File: src/rtl/memstrobe_pkg.sv
`timescale 1ns/1ps
package memstrobe_pkg;

   localparam int CFG_W  = 32;
   localparam int PCNT_W = 8;
   localparam int REM_W  = 6;
   localparam int RC_W   = 4;

   typedef struct packed {
      logic [3:0] drv_dly;
      logic [3:0] we_lead;
      logic [3:0] we_fall;
      logic [3:0] oe_fall;
      logic [3:0] ce_lead;
      logic [3:0] ce_fall;
      logic       wait_en;
      logic       wide;
      logic [1:0] rel_cyc;
      logic [3:0] len_cyc;
   } bank_cfg_t;

   typedef enum logic [1:0] {
      ST_IDLE    = 2'd0,
      ST_ACCESS  = 2'd1,
      ST_RELEASE = 2'd2
   } seq_state_t;

   function automatic logic [REM_W-1:0] access_phases(input bank_cfg_t c);
      logic [REM_W-1:0] cyc;
      cyc = (c.len_cyc == 4'd0) ? REM_W'(1) : REM_W'(c.len_cyc);
      return cyc << 1;
   endfunction

   function automatic logic [RC_W-1:0] release_phases(input bank_cfg_t c);
      return RC_W'(c.rel_cyc) << 1;
   endfunction

endpackage

File: src/rtl/memstrobe_cfg_sel.sv
`timescale 1ns/1ps
module memstrobe_cfg_sel
   import memstrobe_pkg::*;
#(
   parameter int NUM_BANKS = 4,
   parameter int BANK_W    = 2
) (
   input  logic [NUM_BANKS*CFG_W-1:0] cfg_flat,
   input  logic [BANK_W-1:0]          bank,
   output bank_cfg_t                  cfg
);

   localparam bit POW2 = ((1 << BANK_W) == NUM_BANKS);

   bank_cfg_t words [NUM_BANKS];

   genvar gi;
   generate
      for (gi = 0; gi < NUM_BANKS; gi++) begin : g_unpack
         assign words[gi] = bank_cfg_t'(cfg_flat[gi*CFG_W +: CFG_W]);
      end

      if (POW2) begin : g_direct
         assign cfg = words[bank];
      end else begin : g_guarded
         always_comb begin
            cfg = words[0];
            for (int i = 1; i < NUM_BANKS; i++) begin
               if (bank == BANK_W'(i)) cfg = words[i];
            end
         end
      end
   endgenerate

endmodule

File: src/rtl/memstrobe_seq.sv
`timescale 1ns/1ps
module memstrobe_seq
   import memstrobe_pkg::*;
#(
   parameter int ADDR_W = 20,
   parameter int DATA_W = 16
) (
   input  logic              clk,
   input  logic              rst_n,
   input  logic              req_valid,
   output logic              req_ready,
   input  logic              req_write,
   input  logic [ADDR_W-1:0] req_addr,
   input  logic [DATA_W-1:0] req_wdata,
   input  bank_cfg_t         sel_cfg,
   input  logic              mem_wait,
   input  logic [DATA_W-1:0] mem_dq_in,
   output logic              active,
   output bank_cfg_t         cur_cfg,
   output logic              cur_write,
   output logic [ADDR_W-1:0] cur_addr,
   output logic [DATA_W-1:0] cur_wdata,
   output logic [PCNT_W-1:0] phase,
   output logic [REM_W-1:0]  remain,
   output logic              done,
   output logic [DATA_W-1:0] rdata
);

   localparam int LANES = DATA_W / 8;

   seq_state_t       st;
   logic             pend;
   logic [RC_W-1:0]  rel_cnt;
   logic             fire;
   logic             stall;
   bank_cfg_t        start_cfg;
   logic [DATA_W-1:0] lane_mask;

   assign fire      = req_valid & req_ready;
   assign req_ready = (st == ST_IDLE) || ((st == ST_RELEASE) && !pend);
   assign active    = (st == ST_ACCESS);
   assign stall     = cur_cfg.wait_en & mem_wait;
   assign start_cfg = fire ? sel_cfg : cur_cfg;

   genvar gl;
   generate
      for (gl = 0; gl < LANES; gl++) begin : g_mask
         if (gl == 0) begin : g_low
            assign lane_mask[7:0] = 8'hFF;
         end else begin : g_high
            assign lane_mask[gl*8 +: 8] = {8{cur_cfg.wide}};
         end
      end
   endgenerate

   always_ff @(posedge clk or negedge rst_n) begin
      if (!rst_n) begin
         st        <= ST_IDLE;
         pend      <= 1'b0;
         rel_cnt   <= '0;
         cur_cfg   <= '0;
         cur_write <= 1'b0;
         cur_addr  <= '0;
         cur_wdata <= '0;
         phase     <= '0;
         remain    <= '0;
         done      <= 1'b0;
         rdata     <= '0;
      end else begin
         done <= 1'b0;
         if (fire) begin
            cur_cfg   <= sel_cfg;
            cur_write <= req_write;
            cur_addr  <= req_addr;
            cur_wdata <= req_wdata;
         end
         case (st)
            ST_IDLE: begin
               if (fire) begin
                  st     <= ST_ACCESS;
                  phase  <= '0;
                  remain <= access_phases(sel_cfg);
               end
            end
            ST_ACCESS: begin
               if (phase != {PCNT_W{1'b1}}) phase <= phase + 1'b1;
               if (!stall) begin
                  if (remain == REM_W'(1)) begin
                     done  <= 1'b1;
                     rdata <= mem_dq_in & lane_mask;
                     if (cur_cfg.rel_cyc == 2'd0) begin
                        st <= ST_IDLE;
                     end else begin
                        st      <= ST_RELEASE;
                        rel_cnt <= release_phases(cur_cfg);
                     end
                  end else begin
                     remain <= remain - 1'b1;
                  end
               end
            end
            ST_RELEASE: begin
               if (fire) pend <= 1'b1;
               if (rel_cnt == RC_W'(1)) begin
                  if (fire || pend) begin
                     st     <= ST_ACCESS;
                     phase  <= '0;
                     remain <= access_phases(start_cfg);
                     pend   <= 1'b0;
                  end else begin
                     st <= ST_IDLE;
                  end
               end else begin
                  rel_cnt <= rel_cnt - 1'b1;
               end
            end
            default: st <= ST_IDLE;
         endcase
      end
   end

endmodule

File: src/rtl/memstrobe_decode.sv
`timescale 1ns/1ps
module memstrobe_decode
   import memstrobe_pkg::*;
#(
   parameter int LANES = 2
) (
   input  logic              active,
   input  logic              write,
   input  logic              wide,
   input  logic [3:0]        ce_fall,
   input  logic [3:0]        ce_lead,
   input  logic [3:0]        oe_fall,
   input  logic [3:0]        we_fall,
   input  logic [3:0]        we_lead,
   input  logic [3:0]        drv_dly,
   input  logic [PCNT_W-1:0] phase,
   input  logic [REM_W-1:0]  remain,
   output logic              ce_n,
   output logic              oe_n,
   output logic [LANES-1:0]  we_n,
   output logic              dq_oe
);

   logic ce_on, oe_on, we_on;

   assign ce_on = active && (phase >= PCNT_W'(ce_fall)) && (remain > REM_W'(ce_lead));
   assign oe_on = active && !write && (phase >= PCNT_W'(oe_fall));
   assign we_on = active && write && (phase >= PCNT_W'(we_fall)) && (remain > REM_W'(we_lead));

   assign ce_n  = !ce_on;
   assign oe_n  = !oe_on;
   assign dq_oe = active && write && (phase >= PCNT_W'(drv_dly));

   genvar gl;
   generate
      for (gl = 0; gl < LANES; gl++) begin : g_lane
         if (gl == 0) begin : g_base
            assign we_n[gl] = !we_on;
         end else begin : g_upper
            assign we_n[gl] = !(we_on && wide);
         end
      end
   endgenerate

endmodule

File: src/rtl/memstrobe_gen.sv
`timescale 1ns/1ps
module memstrobe_gen
   import memstrobe_pkg::*;
#(
   parameter int NUM_BANKS = 4,
   parameter int ADDR_W    = 20,
   parameter int DATA_W    = 16,
   localparam int BANK_W   = (NUM_BANKS > 1) ? $clog2(NUM_BANKS) : 1,
   localparam int LANES    = DATA_W / 8
) (
   input  logic                       clk,
   input  logic                       rst_n,
   input  logic [NUM_BANKS*CFG_W-1:0] bank_cfg,
   input  logic                       req_valid,
   output logic                       req_ready,
   input  logic [BANK_W-1:0]          req_bank,
   input  logic                       req_write,
   input  logic [ADDR_W-1:0]          req_addr,
   input  logic [DATA_W-1:0]          req_wdata,
   output logic                       done,
   output logic [DATA_W-1:0]          rdata,
   output logic [ADDR_W-1:0]          mem_addr,
   output logic [DATA_W-1:0]          mem_dq_out,
   output logic                       mem_dq_oe,
   input  logic [DATA_W-1:0]          mem_dq_in,
   input  logic                       mem_wait,
   output logic                       mem_ce_n,
   output logic                       mem_oe_n,
   output logic [LANES-1:0]           mem_we_n
);

   initial begin
      assert (NUM_BANKS >= 1) else $error("NUM_BANKS must be at least 1");
      assert (DATA_W >= 16 && (DATA_W % 8) == 0) else $error("DATA_W must be a byte multiple of at least 16");
      assert (ADDR_W >= 1) else $error("ADDR_W must be positive");
   end

   bank_cfg_t         sel_cfg;
   bank_cfg_t         cur_cfg;
   logic              seq_active;
   logic              cur_write;
   logic              cur_wide;
   logic [PCNT_W-1:0] phase;
   logic [REM_W-1:0]  remain;

   memstrobe_cfg_sel #(
      .NUM_BANKS (NUM_BANKS),
      .BANK_W    (BANK_W)
   ) u_cfg_sel (
      .cfg_flat (bank_cfg),
      .bank     (req_bank),
      .cfg      (sel_cfg)
   );

   memstrobe_seq #(
      .ADDR_W (ADDR_W),
      .DATA_W (DATA_W)
   ) u_seq (
      .clk       (clk),
      .rst_n     (rst_n),
      .req_valid (req_valid),
      .req_ready (req_ready),
      .req_write (req_write),
      .req_addr  (req_addr),
      .req_wdata (req_wdata),
      .sel_cfg   (sel_cfg),
      .mem_wait  (mem_wait),
      .mem_dq_in (mem_dq_in),
      .active    (seq_active),
      .cur_cfg   (cur_cfg),
      .cur_write (cur_write),
      .cur_addr  (mem_addr),
      .cur_wdata (mem_dq_out),
      .phase     (phase),
      .remain    (remain),
      .done      (done),
      .rdata     (rdata)
   );

   assign cur_wide = cur_cfg.wide;

   memstrobe_decode #(
      .LANES (LANES)
   ) u_decode (
      .active  (seq_active),
      .write   (cur_write),
      .wide    (cur_wide),
      .ce_fall (cur_cfg.ce_fall),
      .ce_lead (cur_cfg.ce_lead),
      .oe_fall (cur_cfg.oe_fall),
      .we_fall (cur_cfg.we_fall),
      .we_lead (cur_cfg.we_lead),
      .drv_dly (cur_cfg.drv_dly),
      .phase   (phase),
      .remain  (remain),
      .ce_n    (mem_ce_n),
      .oe_n    (mem_oe_n),
      .we_n    (mem_we_n),
      .dq_oe   (mem_dq_oe)
   );

endmodule

File: config.mk
export PLATFORM = sky130hd
export DESIGN_NAME = memstrobe_gen
export DESIGN_NICKNAME = d
export VERILOG_FILES = /design/src/rtl/memstrobe_pkg.sv /design/src/rtl/memstrobe_cfg_sel.sv /design/src/rtl/memstrobe_seq.sv /design/src/rtl/memstrobe_decode.sv /design/src/rtl/memstrobe_gen.sv
export SDC_FILE = /design/constraint.sdc
export NUM_CORES = 1
export LEC_CHECK = 0
export ABC_CLOCK_PERIOD_IN_PS = 2700
export BUFFER_PORTS_ARGS = -buffer_cell sky130_fd_sc_hd__buf_2
export CORE_UTILIZATION = 35
export CTS_BUF_LIST = sky130_fd_sc_hd__clkbuf_16
export DETAILED_ROUTE_END_ITERATION = 8
export GPL_ROUTABILITY_DRIVEN = 0
export GPL_TIMING_DRIVEN = 0
export PLACE_DENSITY = 0.62
export RECOVER_POWER = 50
export SLEW_MARGIN = 5
export SYNTH_ARGS = -nofsm -noshare
export SYNTH_HDL_FRONTEND = slang
export SYNTH_SLANG_ARGS = --single-unit
File: constraint.sdc
create_clock -name clk -period 2.7 [get_ports clk]
set_clock_uncertainty 0.2 [all_clocks]
set_input_delay 0.405 -clock clk [delete_from_list [all_inputs] [get_ports clk]]
set_output_delay 0.405 -clock clk [all_outputs]
set_load 0.02 [all_outputs]
Word level (Yosys, flattened, before mapping)
Cells that the tools add are included.
{"block": "op_classes", "add_sub_neg": 3, "order_cmp": 7, "n_eq_ne": 14, "muxes": 35, "bitwise": 5, "reduce_logical": 29}
{"operator": "binary-select mux 32 bit (select 2 bit)", "n": 1}
{"operator": "two-way mux 32 bit", "n": 2}
{"operator": ">= comparator 8 x 4 -> 1 bit", "n": 4}
{"operator": "two-way mux 8 bit", "n": 4}
{"operator": "two-way mux 6 bit", "n": 5}
{"operator": "two-way mux 4 bit", "n": 7}
{"operator": "case mux 8 bit (3 select lines)", "n": 1}
{"operator": "case mux 6 bit (3 select lines)", "n": 1}
{"operator": "bitwise AND 16 bit", "n": 1}
{"operator": "inequality test 2 bit (second input constant)", "n": 8}
{"operator": "> comparator 6 x 4 -> 1 bit", "n": 2}
{"operator": "logical AND 1 bit", "n": 10}
{"operator": "two-way mux 2 bit", "n": 5}
{"operator": "AND reduction 5 bit", "n": 2}
{"operator": "adder 8 x 1 -> 8 bit (second input constant)", "n": 1}
{"operator": "zero test 4 bit", "n": 2}
{"operator": "inequality test 8 bit (second input constant)", "n": 1}
{"operator": "case mux 4 bit (2 select lines)", "n": 1}
{"operator": "two-way mux 1 bit", "n": 7}
{"operator": "equality test 6 x 1 -> 1 bit (second input constant)", "n": 1}
{"operator": "zero test 1 bit", "n": 6}
{"operator": "case mux 2 bit (3 select lines)", "n": 1}
{"operator": "AND reduction 6 bit", "n": 1}
{"operator": "subtractor 6 x 1 -> 6 bit (second input constant)", "n": 1}
{"operator": "15 further kinds", "n": 18}
{"block": "word_totals", "regBits": 107, "input_bits": 187, "wordCells": 113}

Logic depth before layout (Yosys ltp)
{"block": "depth", "word_depth": 10, "depth_mapped": 8, "ltp_nobuf": 7}

Cells and area by module
From an unflattened synthesis, not the netlist that was laid out.
{"block": "unflattened", "hier_cells": 633, "area_unflattened_um2": 6084.6}
{"module": "memstrobe_seq", "n_inst": 1, "cells_each": 510, "area_each_um2": 4642.0, "seq_area_each_um2": 2677.6}
{"module": "memstrobe_cfg_sel", "n_inst": 1, "cells_each": 39, "area_each_um2": 814.5, "seq_area_each_um2": 0.0}
{"module": "memstrobe_decode", "n_inst": 1, "cells_each": 84, "area_each_um2": 628.1, "seq_area_each_um2": 0.0}

Worst setup path before layout
No wires, ideal clock.
{"block": "synth_timing", "path_kind": "reg2out", "startpoint": "reg u_seq.phase[0]", "endpoint": "out mem_we_n[0]", "arrival_ns": 1.697, "required_time_ns": 2.095, "path_slack_ns": 0.398, "path_stages_with_launch": 8, "path_buffers": 0, "path_cell_list": "dfrtp_1 inv_1 ha_1 nand2b_1 a21o_1 a21o_1 a211o_1 o211ai_1"}
{"block": "synth_via", "elab_chain_len": 4}
{"element": "from (decl)", "line": "memstrobe_seq.sv:23", "source": "output logic [PCNT_W-1:0] phase,"}
{"element": "from (signal assigned)", "line": "memstrobe_seq.sv:86", "source": "if (phase != {PCNT_W{1'b1}}) phase <= phase + 1'b1;"}
{"element": ">= comparator 8 x 4 -> 1 bit", "line": "memstrobe_decode.sv:28", "source": "assign we_on = active && write && (phase >= PCNT_W'(we_fall)) && (remain > REM_W'(we_lead));"}
{"element": "logical AND 1 bit (2 in series)", "line": "memstrobe_decode.sv:28"}
{"element": "zero test 1 bit", "line": "memstrobe_decode.sv:38", "source": "assign we_n[gl] = !we_on;"}
{"element": "to (decl)", "line": "memstrobe_gen.sv:29", "source": "output logic [LANES-1:0] mem_we_n"}
No other way between the ends.

Worst setup path after layout
{"block": "layout_timing", "startpoint": "reg u_seq.cur_cfg[25] (netlist name)", "endpoint": "out mem_we_n[0]"}
{"block": "layout_via", "elab_chain_len": 3}
{"element": "> comparator 6 x 4 -> 1 bit", "line": "memstrobe_decode.sv:28"}
{"element": "logical AND 1 bit", "line": "memstrobe_decode.sv:28"}
{"element": "zero test 1 bit", "line": "memstrobe_decode.sv:38"}
No other way between the ends.

==> flow_summary_export.csv <==
group,metric,value,unit
run_status,status,"finished, violations left",
run_status,violations,"max-capacitance violations, max-slew violations, negative setup slack",
power,clock_power_share,15.8,%
timing,slew_headroom,-14.5,%
cts,htree_levels,3,
routing,wl_per_cell,16.0,um
global_routing,antenna_found_initial,0,
layout,drive_gt1_share,48.2,%
timing,setup_ws,-0.0682,ns
worst_setup_path,cp-start-kind,"flop",
layout,final_cell_mix,"buf_2, dfrtp_1, mux2_2, nand2_1, clkbuf_1",
routing,drt-pass1-iter-count,4,
synth,synthArstFlopShare,100,%
cts,clkTransAtPathRegs,0.07,ns
cts,clk_latency,0.36,ns
power,p_int,4.77,mW
hold_path,hold_depth,3,
layout,multiInputGateArea,3110,um2
global_routing,overflow,0,
worst_setup_path,crit_required,2.10,ns
timing,fin_crit_sh,103,%
layout,nFillCells,1616,
synth,syn_nets,717,
worst_setup_path,critPathKind,"reg2out",
die,die-area,17500,um2
synth,synthCells,497,
layout,post-route-cell-area,7860,um2
power,p_sw_share,40.6,%
placement,hpwl,12500,um
placement,pre_cts_slack,-0.184,ns
timing,rsz0062_at_grt,"yes",
power,leakagePower,3.76,nW
routing,drt-initial-drc-count,172,
routing,num_vias,4886,
worst_setup_path,cp-end-kind,"output pin",
global_routing,gr-usage-all-layers,18.7,%
worst_setup_path,r2r_slack,0.15,ns
synth,synth-seq-area-share,45.1,%
power,max-vdd-ir-drop,477,uV
synth,yosysUniqueCellTypes,50,
layout,diodes,0,
job,maxCapViolations,1,
worst_setup_path,crit_path_max_fanout,2,
global_routing,grt_max_degree,80,
global_routing,grt-busiest-layer,"met2",
synth,synth_edf_count,0,
timing,fmax,361,MHz
global_routing,first_global_vias,4975,
cts,numCtsBuffers,9,
synth,synth_area,5940,um2
cts,clkSinkCount,107,
worst_setup_path,r2r-start,"u_seq.st[0]",
synth,ys_seq_elements,107,
global_routing,met2_usage,32.5,%
layout,nNetsFinal,980,
power,combPwrFrac,49.3,%
die,die_h,132,um
placement,portBuffers,244,
global_routing,met3_usage,2.19,%
die,die_w,132,um
worst_setup_path,cp_data_arrival_time,2.16,ns
worst_setup_path,r2r.worst_path.cells,7,
placement,dpl_cell_area,7470,um2
die,ios,246,
cts,root_buffer,"clkbuf_16",
routing,ant_nets,0,
synth,yosysWarnings,0,
timing,hold_viol,0,
die,start_util,35.8,%
layout,stdcell_count,985,
timing,period_minus_slack,2.77,ns
global_routing,grt_pass1_wl,25500,um
worst_setup_path,worstSetupEndpoint,"mem_we_n[0]",
timing,tightest_slew,1.72,ns
power,p_switching,3.26,mW
layout,mostFrequentLayoutCell,"buf_2",
synth,synth-main-ff-cell,"dfrtp_1",
synth,syn_avg_cell_area,11.9,um2
layout,seq_area,2680,um2
power,powerDensity,1020,nW/um2
worst_setup_path,cp-startpoint,"u_seq.cur_cfg[25]",
routing,drcViolationCount,0,
die,coreArea,16600,um2
timing,maxSlewViolCount,29,
layout,area_growth,32.4,%
routing,finalWirelength,15800,um
placement,dp.cells,962,
cts,clk_path_buf_depth,2,
worst_setup_path,r2r_end,"u_seq.cur_addr[7]",
global_routing,use_met1,24.0,%
routing,post_drt_via_cell_ratio,4.96,
hold_path,hold_path_class,"in2reg",
die,rows,47,
cts,cts_tree,"yes",
power,pwr-share-seq,34.9,%
timing,finalSetupViolCount,2,
-- per-layer routing --
layer,wire [um],vias up
met5,0,-
met2,7940,149
met1,6920,2382
met3,687,15
li1,-,2340
met4,222,0
-- flip-flops by register name, summed over array words and instances (netlist names), 2 cells and up --
register         count
u_seq.remain         6
u_seq.cur_addr      20
u_seq.cur_wdata     16
u_seq.phase          8
u_seq.cur_cfg       32
u_seq.rdata         16
u_seq.rel_cnt        4
u_seq.st             2
-- metrics by stage --
step / hold WS (ns) / TNS (ns) / utilization, % / total power, mW
2_1_floorplan: -0.0906 / 0 / - / 5.41
3_3_place_gp: 0.256 / -37.88 / 44.8 / 6.54
3_5_place_dp: 0.105 / -2.24 / 45.0 / 6.62
4_1_cts: 0.0228 / -0.202 / 46.9 / 7.96
5_1_grt: 0.0342 / -0.927 / 47.4 / 8.67
6_report: 0.0361 / -0.0744 / 47.4 / 8.03
-- worst max-delay path, cell delays in order, from the launching register on --
cell and delay, ns:
dfrtp_1 0.39, inv_2 0.08, ha_4 0.20, nor2b_1 0.12
o21a_1 0.16, o21a_1 0.17, o21a_1 0.22, o211ai_1 0.27
buf_4 0.20
-- Yosys cell counts (2+ instances only) --
cell type,number,area [um2]
a211o_1,2,17.5
a21o_1,2,15.0
a21oi_1,17,85.1
a221o_1,2,20.0
buf_2,5,25.0
clkbuf_1,14,52.6
dfrtp_1,107,2680
ha_1,33,413
inv_1,32,120
mux2_2,71,800
mux2i_1,3,30.0
mux4_2,32,721
nand2_1,59,221
nand2b_1,5,31.3
nand3_1,7,35.0
nand3b_1,2,15.0
nand4_1,7,43.8
nor2_1,16,60.1
nor2b_1,6,37.5
nor3_1,2,10.0
o2111ai_1,2,17.5
o21a_1,5,37.5
o21ai_0,21,105
o31ai_1,7,52.6
or2_2,2,12.5
or3_1,5,31.3
or4_1,7,52.6
xnor2_1,2,17.5
-- power groups by stage --
stage | clock (mW) | sequential (mW) | combinational, mW
after detailed placement | 0 | 2.81 | 3.81
final | 1.27 | 2.80 | 3.96
after CTS | 1.31 | 2.79 | 3.86
after floorplan | 0 | 3.18 | 2.22
after global routing | 1.38 | 2.91 | 4.38
after global placement | 0 | 2.79 | 3.75
-- layout make-up --
type	count	area share, %
repair buffers	252	16.5
well taps	220	3.50
inverters	33	1.58
flip-flops and latches	107	34.1
plain buffers	21	1.24
clock inverters	7	0.668
multi-input cells	336	39.5
clock buffers	9	2.86
-- kinds of logic (layout without fill, tap and decap cells) --
kind of cell | count (synthesis) | after routing | synth area share, %
flip-flops | 107 | 107 | 45.1
buffers and inverters | 54 | 322 | 3.65
adder cells (fa/ha/maj) | 33 | 33 | 6.96
AND/OR/NAND/NOR | 120 | 120 | 9.63
AO/OA/AOI/OAI | 75 | 75 | 8.24
XOR/XNOR | 2 | 2 | 0.295
multiplexers | 106 | 106 | 26.1
-- what timing repair did --
action	in CTS	in global routing
resized for setup	8	22
endpoints found under the setup margin	33	46
hold buffers	1	0
endpoints found under the hold margin	28	0
setup buffers	1	5
pin swaps	0	5
-- how the worst min path moves through the flow --
stage	start	end
final	mem_dq_in[6]	u_seq.rdata[6]
after global routing	mem_dq_in[6]	u_seq.rdata[6]
after CTS	mem_dq_in[0]	u_seq.rdata[0]
after detailed placement	rst_n	u_seq.cur_cfg[29]
after global placement	u_seq.rdata[5]	u_seq.rdata[5]
after floorplan	rst_n	u_seq.cur_addr[0]
Power figures use the tool's default switching activity.
